**config.mk**
```make
export PLATFORM = sky130hd
export DESIGN_NAME = llr_depuncture
export DESIGN_NICKNAME = d
export VERILOG_FILES = /design/src/rtl/dpf_pkg.sv /design/src/rtl/dpf_pos_class.sv /design/src/rtl/dpf_p2_flags.sv /design/src/rtl/dpf_sequencer.sv /design/src/rtl/llr_depuncture.sv
export SDC_FILE = /design/constraint.sdc
export NUM_CORES = 2
export LEC_CHECK = 0
export BUFFER_PORTS_ARGS = -buffer_cell sky130_fd_sc_hd__buf_2
export CELL_PAD_IN_SITES_DETAIL_PLACEMENT = 0
export CELL_PAD_IN_SITES_GLOBAL_PLACEMENT = 1
export CORE_MARGIN = 2
export CORE_UTILIZATION = 30
export CTS_CLUSTER_DIAMETER = 150
export DETAILED_ROUTE_END_ITERATION = 10
export HOLD_SLACK_MARGIN = 0.05
export PLACE_DENSITY = 0.61
export SYNTH_ARGS = -nofsm -noshare
export SYNTH_HDL_FRONTEND = slang
export SYNTH_SLANG_ARGS = --single-unit
```
**constraint.sdc**
```tcl
create_clock -name clk -period 10.69 [get_ports clk]
set_input_delay 0.5345 -clock clk [delete_from_list [all_inputs] [get_ports clk]]
set_output_delay 0.5345 -clock clk [all_outputs]
set_load 0.05 [all_outputs]
```
**src/rtl/dpf_pkg.sv**
```systemverilog
package dpf_pkg;
   typedef enum logic [1:0] {
      SLOT_SYS = 2'd0,
      SLOT_P1  = 2'd1,
      SLOT_P2  = 2'd2
   } slot_e;
endpackage

```
**src/rtl/dpf_pos_class.sv**
```systemverilog
// Classifies a natural-order index as a forced (insertion) position.
module dpf_pos_class #(
   parameter int unsigned Z        = 2192,
   parameter int unsigned TAIL_LEN = 5,
   parameter int unsigned PERIOD   = 16,
   parameter logic [PERIOD-1:0] PAT_MASK = 16'h0919,
   parameter int unsigned IW       = $clog2(Z)
) (
   input  logic [IW-1:0] idx,
   output logic          forced
);
   localparam int unsigned     PW         = $clog2(PERIOD);
   localparam logic [IW-1:0]   OPEN_LIMIT = IW'(Z - TAIL_LEN);

   logic [PW-1:0] phase;

   generate
      if ((PERIOD & (PERIOD - 1)) == 0) begin : g_pow2
         assign phase = idx[PW-1:0];
      end else begin : g_mod
         assign phase = PW'(32'(idx) % PERIOD);
      end
   endgenerate

   assign forced = PAT_MASK[phase] && (idx < OPEN_LIMIT);
endmodule

```
**src/rtl/dpf_p2_flags.sv**
```systemverilog
// One flag per interleaved position: set when the second parity there is punctured.
module dpf_p2_flags #(
   parameter int unsigned Z  = 2192,
   parameter int unsigned IW = $clog2(Z)
) (
   input  logic          clk,
   input  logic          rst_n,
   input  logic          we,
   input  logic [IW-1:0] widx,
   input  logic          wval,
   input  logic [IW-1:0] ridx,
   output logic          rflag
);
   localparam logic [IW-1:0] TOP_IDX = IW'(Z - 1);

   logic [Z-1:0] mem;

   always_ff @(posedge clk or negedge rst_n) begin
      if (!rst_n)
         mem <= '0;
      else if (we && (widx <= TOP_IDX))
         mem[widx] <= wval;
   end

   assign rflag = (ridx <= TOP_IDX) ? mem[ridx] : 1'b0;

   // a write is visible at the read port on the next cycle
   a_r5_write_visible: assert property (@(posedge clk) disable iff (!rst_n)
      (we && (widx <= TOP_IDX) && (ridx == widx)) |=>
         ($stable(ridx) -> (rflag == $past(wval))));
endmodule

```
**src/rtl/dpf_sequencer.sv**
```systemverilog
// Walks slots sys/p1/p2 of each position, fills punctured slots, consumes the rest.
module dpf_sequencer
   import dpf_pkg::*;
#(
   parameter int unsigned Z     = 2192,
   parameter int unsigned LLR_W = 8,
   parameter int unsigned IW    = $clog2(Z)
) (
   input  logic             clk,
   input  logic             rst_n,
   input  logic             forced,
   input  logic             p2_punct,
   input  logic             in_valid,
   input  logic [LLR_W-1:0] in_llr,
   output logic             in_ready,
   output logic [IW-1:0]    pos,
   output logic             out_valid,
   output logic [IW-1:0]    out_pos,
   output logic [LLR_W-1:0] out_sys,
   output logic [LLR_W-1:0] out_p1,
   output logic [LLR_W-1:0] out_p2,
   output logic             out_last
);
   localparam logic [LLR_W-1:0] KNOWN_ZERO = {1'b0, {(LLR_W-1){1'b1}}};
   localparam logic [IW-1:0]    LAST_POS   = IW'(Z - 1);

   slot_e            slot_q;
   logic [IW-1:0]    pos_q;
   logic [LLR_W-1:0] sys_q, p1_q;
   logic             cur_punct, adv, at_last;
   logic [LLR_W-1:0] slot_val;

   always_comb begin
      cur_punct = (slot_q == SLOT_P2) ? p2_punct : forced;
      if (cur_punct)
         slot_val = (slot_q == SLOT_P1) ? KNOWN_ZERO : '0;
      else
         slot_val = in_llr;
      adv     = cur_punct || in_valid;
      at_last = (pos_q == LAST_POS);
   end

   assign in_ready = !cur_punct;
   assign pos      = pos_q;

   always_ff @(posedge clk or negedge rst_n) begin
      if (!rst_n) begin
         slot_q    <= SLOT_SYS;
         pos_q     <= '0;
         sys_q     <= '0;
         p1_q      <= '0;
         out_valid <= 1'b0;
         out_pos   <= '0;
         out_sys   <= '0;
         out_p1    <= '0;
         out_p2    <= '0;
         out_last  <= 1'b0;
      end else begin
         out_valid <= 1'b0;
         if (adv) begin
            unique case (slot_q)
               SLOT_SYS: begin
                  sys_q  <= slot_val;
                  slot_q <= SLOT_P1;
               end
               SLOT_P1: begin
                  p1_q   <= slot_val;
                  slot_q <= SLOT_P2;
               end
               default: begin
                  out_valid <= 1'b1;
                  out_pos   <= pos_q;
                  out_sys   <= sys_q;
                  out_p1    <= p1_q;
                  out_p2    <= slot_val;
                  out_last  <= at_last;
                  pos_q     <= at_last ? '0 : pos_q + 1'b1;
                  slot_q    <= SLOT_SYS;
               end
            endcase
         end
      end
   end

   // forced systematic slot becomes zero, forced parity-1 slot becomes +max
   a_r3_sys_zero: assert property (@(posedge clk) disable iff (!rst_n)
      (slot_q == SLOT_SYS && forced) |=> (sys_q == '0));
   a_r3_p1_known: assert property (@(posedge clk) disable iff (!rst_n)
      (slot_q == SLOT_P1 && forced) |=> (p1_q == KNOWN_ZERO));
   // punctured second parity closes the position with a zero value
   a_r4_p2_zero: assert property (@(posedge clk) disable iff (!rst_n)
      (slot_q == SLOT_P2 && p2_punct) |=> (out_valid && out_p2 == '0));
   // an unpunctured slot holds until a sample arrives
   a_r6_stall_hold: assert property (@(posedge clk) disable iff (!rst_n)
      (in_ready && !in_valid) |=> ($stable(slot_q) && $stable(pos_q)));
   // triples never appear on two consecutive cycles
   a_r8_spacing: assert property (@(posedge clk) disable iff (!rst_n)
      out_valid |=> !out_valid);
   // frame-end mark only on the final position
   a_r1_last_pos: assert property (@(posedge clk) disable iff (!rst_n)
      (out_valid && out_last) |-> (out_pos == LAST_POS));
endmodule

```
**src/rtl/llr_depuncture.sv**
```systemverilog
module llr_depuncture
   import dpf_pkg::*;
#(
   parameter int unsigned Z        = 2192,
   parameter int unsigned TAIL_LEN = 5,
   parameter int unsigned PERIOD   = 16,
   parameter logic [PERIOD-1:0] PAT_MASK = 16'h0919,
   parameter int unsigned LLR_W    = 8,
   localparam int unsigned IW      = $clog2(Z)
) (
   input  logic             clk,
   input  logic             rst_n,
   input  logic             cfg_we,
   input  logic [IW-1:0]    cfg_idx,
   input  logic [IW-1:0]    cfg_src,
   input  logic             in_valid,
   output logic             in_ready,
   input  logic [LLR_W-1:0] in_llr,
   output logic             out_valid,
   output logic [IW-1:0]    out_pos,
   output logic [LLR_W-1:0] out_sys,
   output logic [LLR_W-1:0] out_p1,
   output logic [LLR_W-1:0] out_p2,
   output logic             out_last
);
   initial begin
      a_cfg_tail: assert (Z > TAIL_LEN) else $error("TAIL_LEN must be below Z");
      a_cfg_period: assert (PERIOD >= 2 && $clog2(PERIOD) <= IW)
         else $error("PERIOD out of range");
      a_cfg_llr: assert (LLR_W >= 2) else $error("LLR_W too small");
   end

   logic [IW-1:0] cur_pos;
   logic          cur_forced, src_forced, p2_flag;

   dpf_pos_class #(.Z(Z), .TAIL_LEN(TAIL_LEN), .PERIOD(PERIOD),
                   .PAT_MASK(PAT_MASK), .IW(IW)) u_cls_pos (
      .idx    (cur_pos),
      .forced (cur_forced)
   );

   dpf_pos_class #(.Z(Z), .TAIL_LEN(TAIL_LEN), .PERIOD(PERIOD),
                   .PAT_MASK(PAT_MASK), .IW(IW)) u_cls_src (
      .idx    (cfg_src),
      .forced (src_forced)
   );

   dpf_p2_flags #(.Z(Z), .IW(IW)) u_flags (
      .clk   (clk),
      .rst_n (rst_n),
      .we    (cfg_we),
      .widx  (cfg_idx),
      .wval  (src_forced),
      .ridx  (cur_pos),
      .rflag (p2_flag)
   );

   dpf_sequencer #(.Z(Z), .LLR_W(LLR_W), .IW(IW)) u_seq (
      .clk       (clk),
      .rst_n     (rst_n),
      .forced    (cur_forced),
      .p2_punct  (p2_flag),
      .in_valid  (in_valid),
      .in_llr    (in_llr),
      .in_ready  (in_ready),
      .pos       (cur_pos),
      .out_valid (out_valid),
      .out_pos   (out_pos),
      .out_sys   (out_sys),
      .out_p1    (out_p1),
      .out_p2    (out_p2),
      .out_last  (out_last)
   );
endmodule

```
==> run summary <==
r2r setup slk: 3.50 ns
filler cell count: 35671
area of the multi-input gates: 46900 sq um
initial antenna violation count: 30
DIE HEIGHT: 607 um
Primary FF master, synth: dfrtp_1
Die W: 607 um
most used routing layer: met2
Mapped Area: 109000 sq um
final worst path period need: 8.52 ns
Root Buffer: clkbuf_16
startpoint types: flip-flop
unique cell type count in the Yosys netlist: 89
clk sinks: 2260
number of synthesized flops with an enable pin: 0
register area share after synthesis: 0.519
layout cells sized above 1: 0.159
Max VDD drop: 0.219 mV
area grow syn2layout: 11.3%
Min-Delay Path Class: in -> async
vias per inst: 5.96
initial core utilization: 0.301
FMAX: 117 MHz
Area contributors post-synth: dfrtp_1, o31ai_1, mux4_2, o21ai_0, clkbuf_1
Max Cap Viol: 0
post-synthesis area per instance: 11.4 sq um
number of global-route vias before repair: 79023
unrepaired setup endpoints after global routing: false
final setup fails: 0
total core area: 362000 sq um
PortBufs: 74
flip-flop and latch area: 56600 sq um
CTS tree: done
DRC Markers: 0
Worst slew margin: 0.0497
crit path max fanout: 84
routability congestion estimate: 0.840
status: finished clean
Critical Path AT: 7.99 ns
area leader, netlist: dfrtp_1
first-pass GRT wire length: 575 mm
met1 Resource Use GR: 0.291
most common cell in the netlist: dfrtp_1
Starting DRT DRC Count: 10007
number of setup buffers added after CTS: 0
Setup crit start: u_seq.pos[0]
met3 usage: 0.0358
Congestion Overflow GR: 0
flops & latches, synth: 2260
clock-pin transition on the worst setup and hold timing paths: 0.06 ns
fin nets: 8853
synthesized net count: 9619
cell count after synthesis: 9579
WP data required: 10.16 ns
final hold slack: 0.243 ns
die area: 368000 sq um
hpwl dp: 227 mm
Power Density: 190 nW/um^2
num rows: 221
final worst path period share: 0.797
WL final: 395 mm
CTS buffer count: 269
Worst Skew: 0.0671 ns
Tot GR Track Use: 0.211
LEAKAGE: 0.0491 uW
top cell type's share of synthesized area: 0.519
Pins Over Slew Limit: 0
fraction of registers with async set/reset: 1.00
cells on worst reg2reg path: 14
Clock Tree Buf Depth: 4
FF-to-FF End: u_seq.out_p2[2]
drt first pass iters: 6
critical path class: reg -> out
slew at the pin with the worst max-slew slack: 1.41 ns
commonest cells in the netlist: dfrtp_1, o21ai_0, o31ai_1, clkbuf_1, mux4_2
CP endpoint kind: output port
DR vias: 82294
reg2reg start: u_seq.pos[0]
post-DR wirelength/cell: 28.6 um
met2 usage: 0.328
Hold Fails Final Rpt: 0
largest net degree at the start of global routing: 215
htree depth: 5
Total Neg Setup Slack: 0 ns
clk_lat worst skew: 0.93 ns
Detail Route Antenna Nets: 0
I/O Pins: 75
total power: 23000 uW
Ys Warns: 0
worst max path at each step:
stage	to	slack (ns)	depth (start not counted)
2_1_floorplan	in_ready	6.50	13
3_3_place_gp	in_ready	2.98	14
3_5_place_dp	in_ready	3.22	14
4_1_cts	in_ready	2.22	14
5_1_grt	in_ready	2.10	14
6_report	in_ready	2.17	14
kinds of logic (layout without fill, tap and decap cells):
logic type	after synthesis	after routing	synth area share
compound gates	4760	4760	0.277
xor+xnor	3	3	0.000241
fa+ha+maj	4	4	0.000460
buf+inv	1400	831	0.0564
flops	2260	2260	0.519
mux	700	700	0.127
other cells	0	13	0
simple gates	452	452	0.0205
stage by stage:
| step | cells | util | cell area, sq um | setup WS (ns) |
|---|---|---|---|---|
| 2_1_floorplan | 9579 | - | 109000 | 6.50 |
| 3_3_place_gp | 13326 | 0.310 | 112000 | 2.98 |
| 3_5_place_dp | 13327 | 0.310 | 112000 | 3.22 |
| 4_1_cts | 13804 | 0.335 | 121000 | 2.22 |
| 5_1_grt | 13811 | 0.335 | 121000 | 2.10 |
| 6_report | 13817 | 0.335 | 121000 | 2.17 |
state kept, by name, summed over array words and instances (netlist names):
signal,count
u_flags.mem,2192
u_seq.out_last,1
u_seq.out_p1,8
u_seq.out_p2,8
u_seq.out_pos,12
u_seq.out_sys,8
u_seq.out_valid,1
u_seq.p1_q,8
u_seq.pos,12
u_seq.slot_q,2
u_seq.sys_q,8
power by group:
part | switching [uW] | internal [uW] | total (uW)
combinational | 3390 | 1410 | 4800
sequential | 238 | 8670 | 8910
clock | 3880 | 5390 | 9270
total | 7510 | 15500 | 23000
worst max-delay path: stages, from the launching register on:
cell       delay [ns]
dfrtp_4          0.88
buf_12           0.46
buf_12           0.57
nand3_1          0.24
o221a_2          0.35
a31oi_1          0.38
o21ai_0          0.54
o2111ai_1        0.59
a31oi_1          0.10
o31ai_1          1.15
o22ai_1          0.15
a21boi_0         0.75
buf_4            0.24
a21oi_1          0.10
buf_2            0.23
placed cells by master (no fill, tap or decap), types with 46 or more instances in the layout:
cell and count:
nand2_1 128, mux2i_1 145, nor2_1 46, dfrtp_1 2255
buf_4 236, clkbuf_8 60, a21oi_1 60, clkbuf_16 274
o21ai_0 2232, o31ai_1 2198, mux4_2 503, nand2_4 51
buf_2 73, clkbuf_1 65, a22oi_1 96
final cells by class:
cell class | count | area share
clock inverter | 69 | 0.00759
timing repair buffer | 343 | 0.0225
tap | 4794 | 0.0495
clock buffer | 399 | 0.0654
inverter | 20 | 0.000640
multi-input combinational | 5919 | 0.387
antenna | 13 | 0.000268
sequential | 2260 | 0.467
per-layer routing:
metal	up-vias	routed length, um
li1	35818	-
met1	42611	170000
met2	3207	179000
met3	648	29100
met4	10	16800
met5	-	72
what timing repair did:
action	in CTS	in global routing
hold buffers	9	0
hold endpoints to repair	133	0
gates resized for setup	0	0
Note: power is estimated with default switching activity, not from simulation.
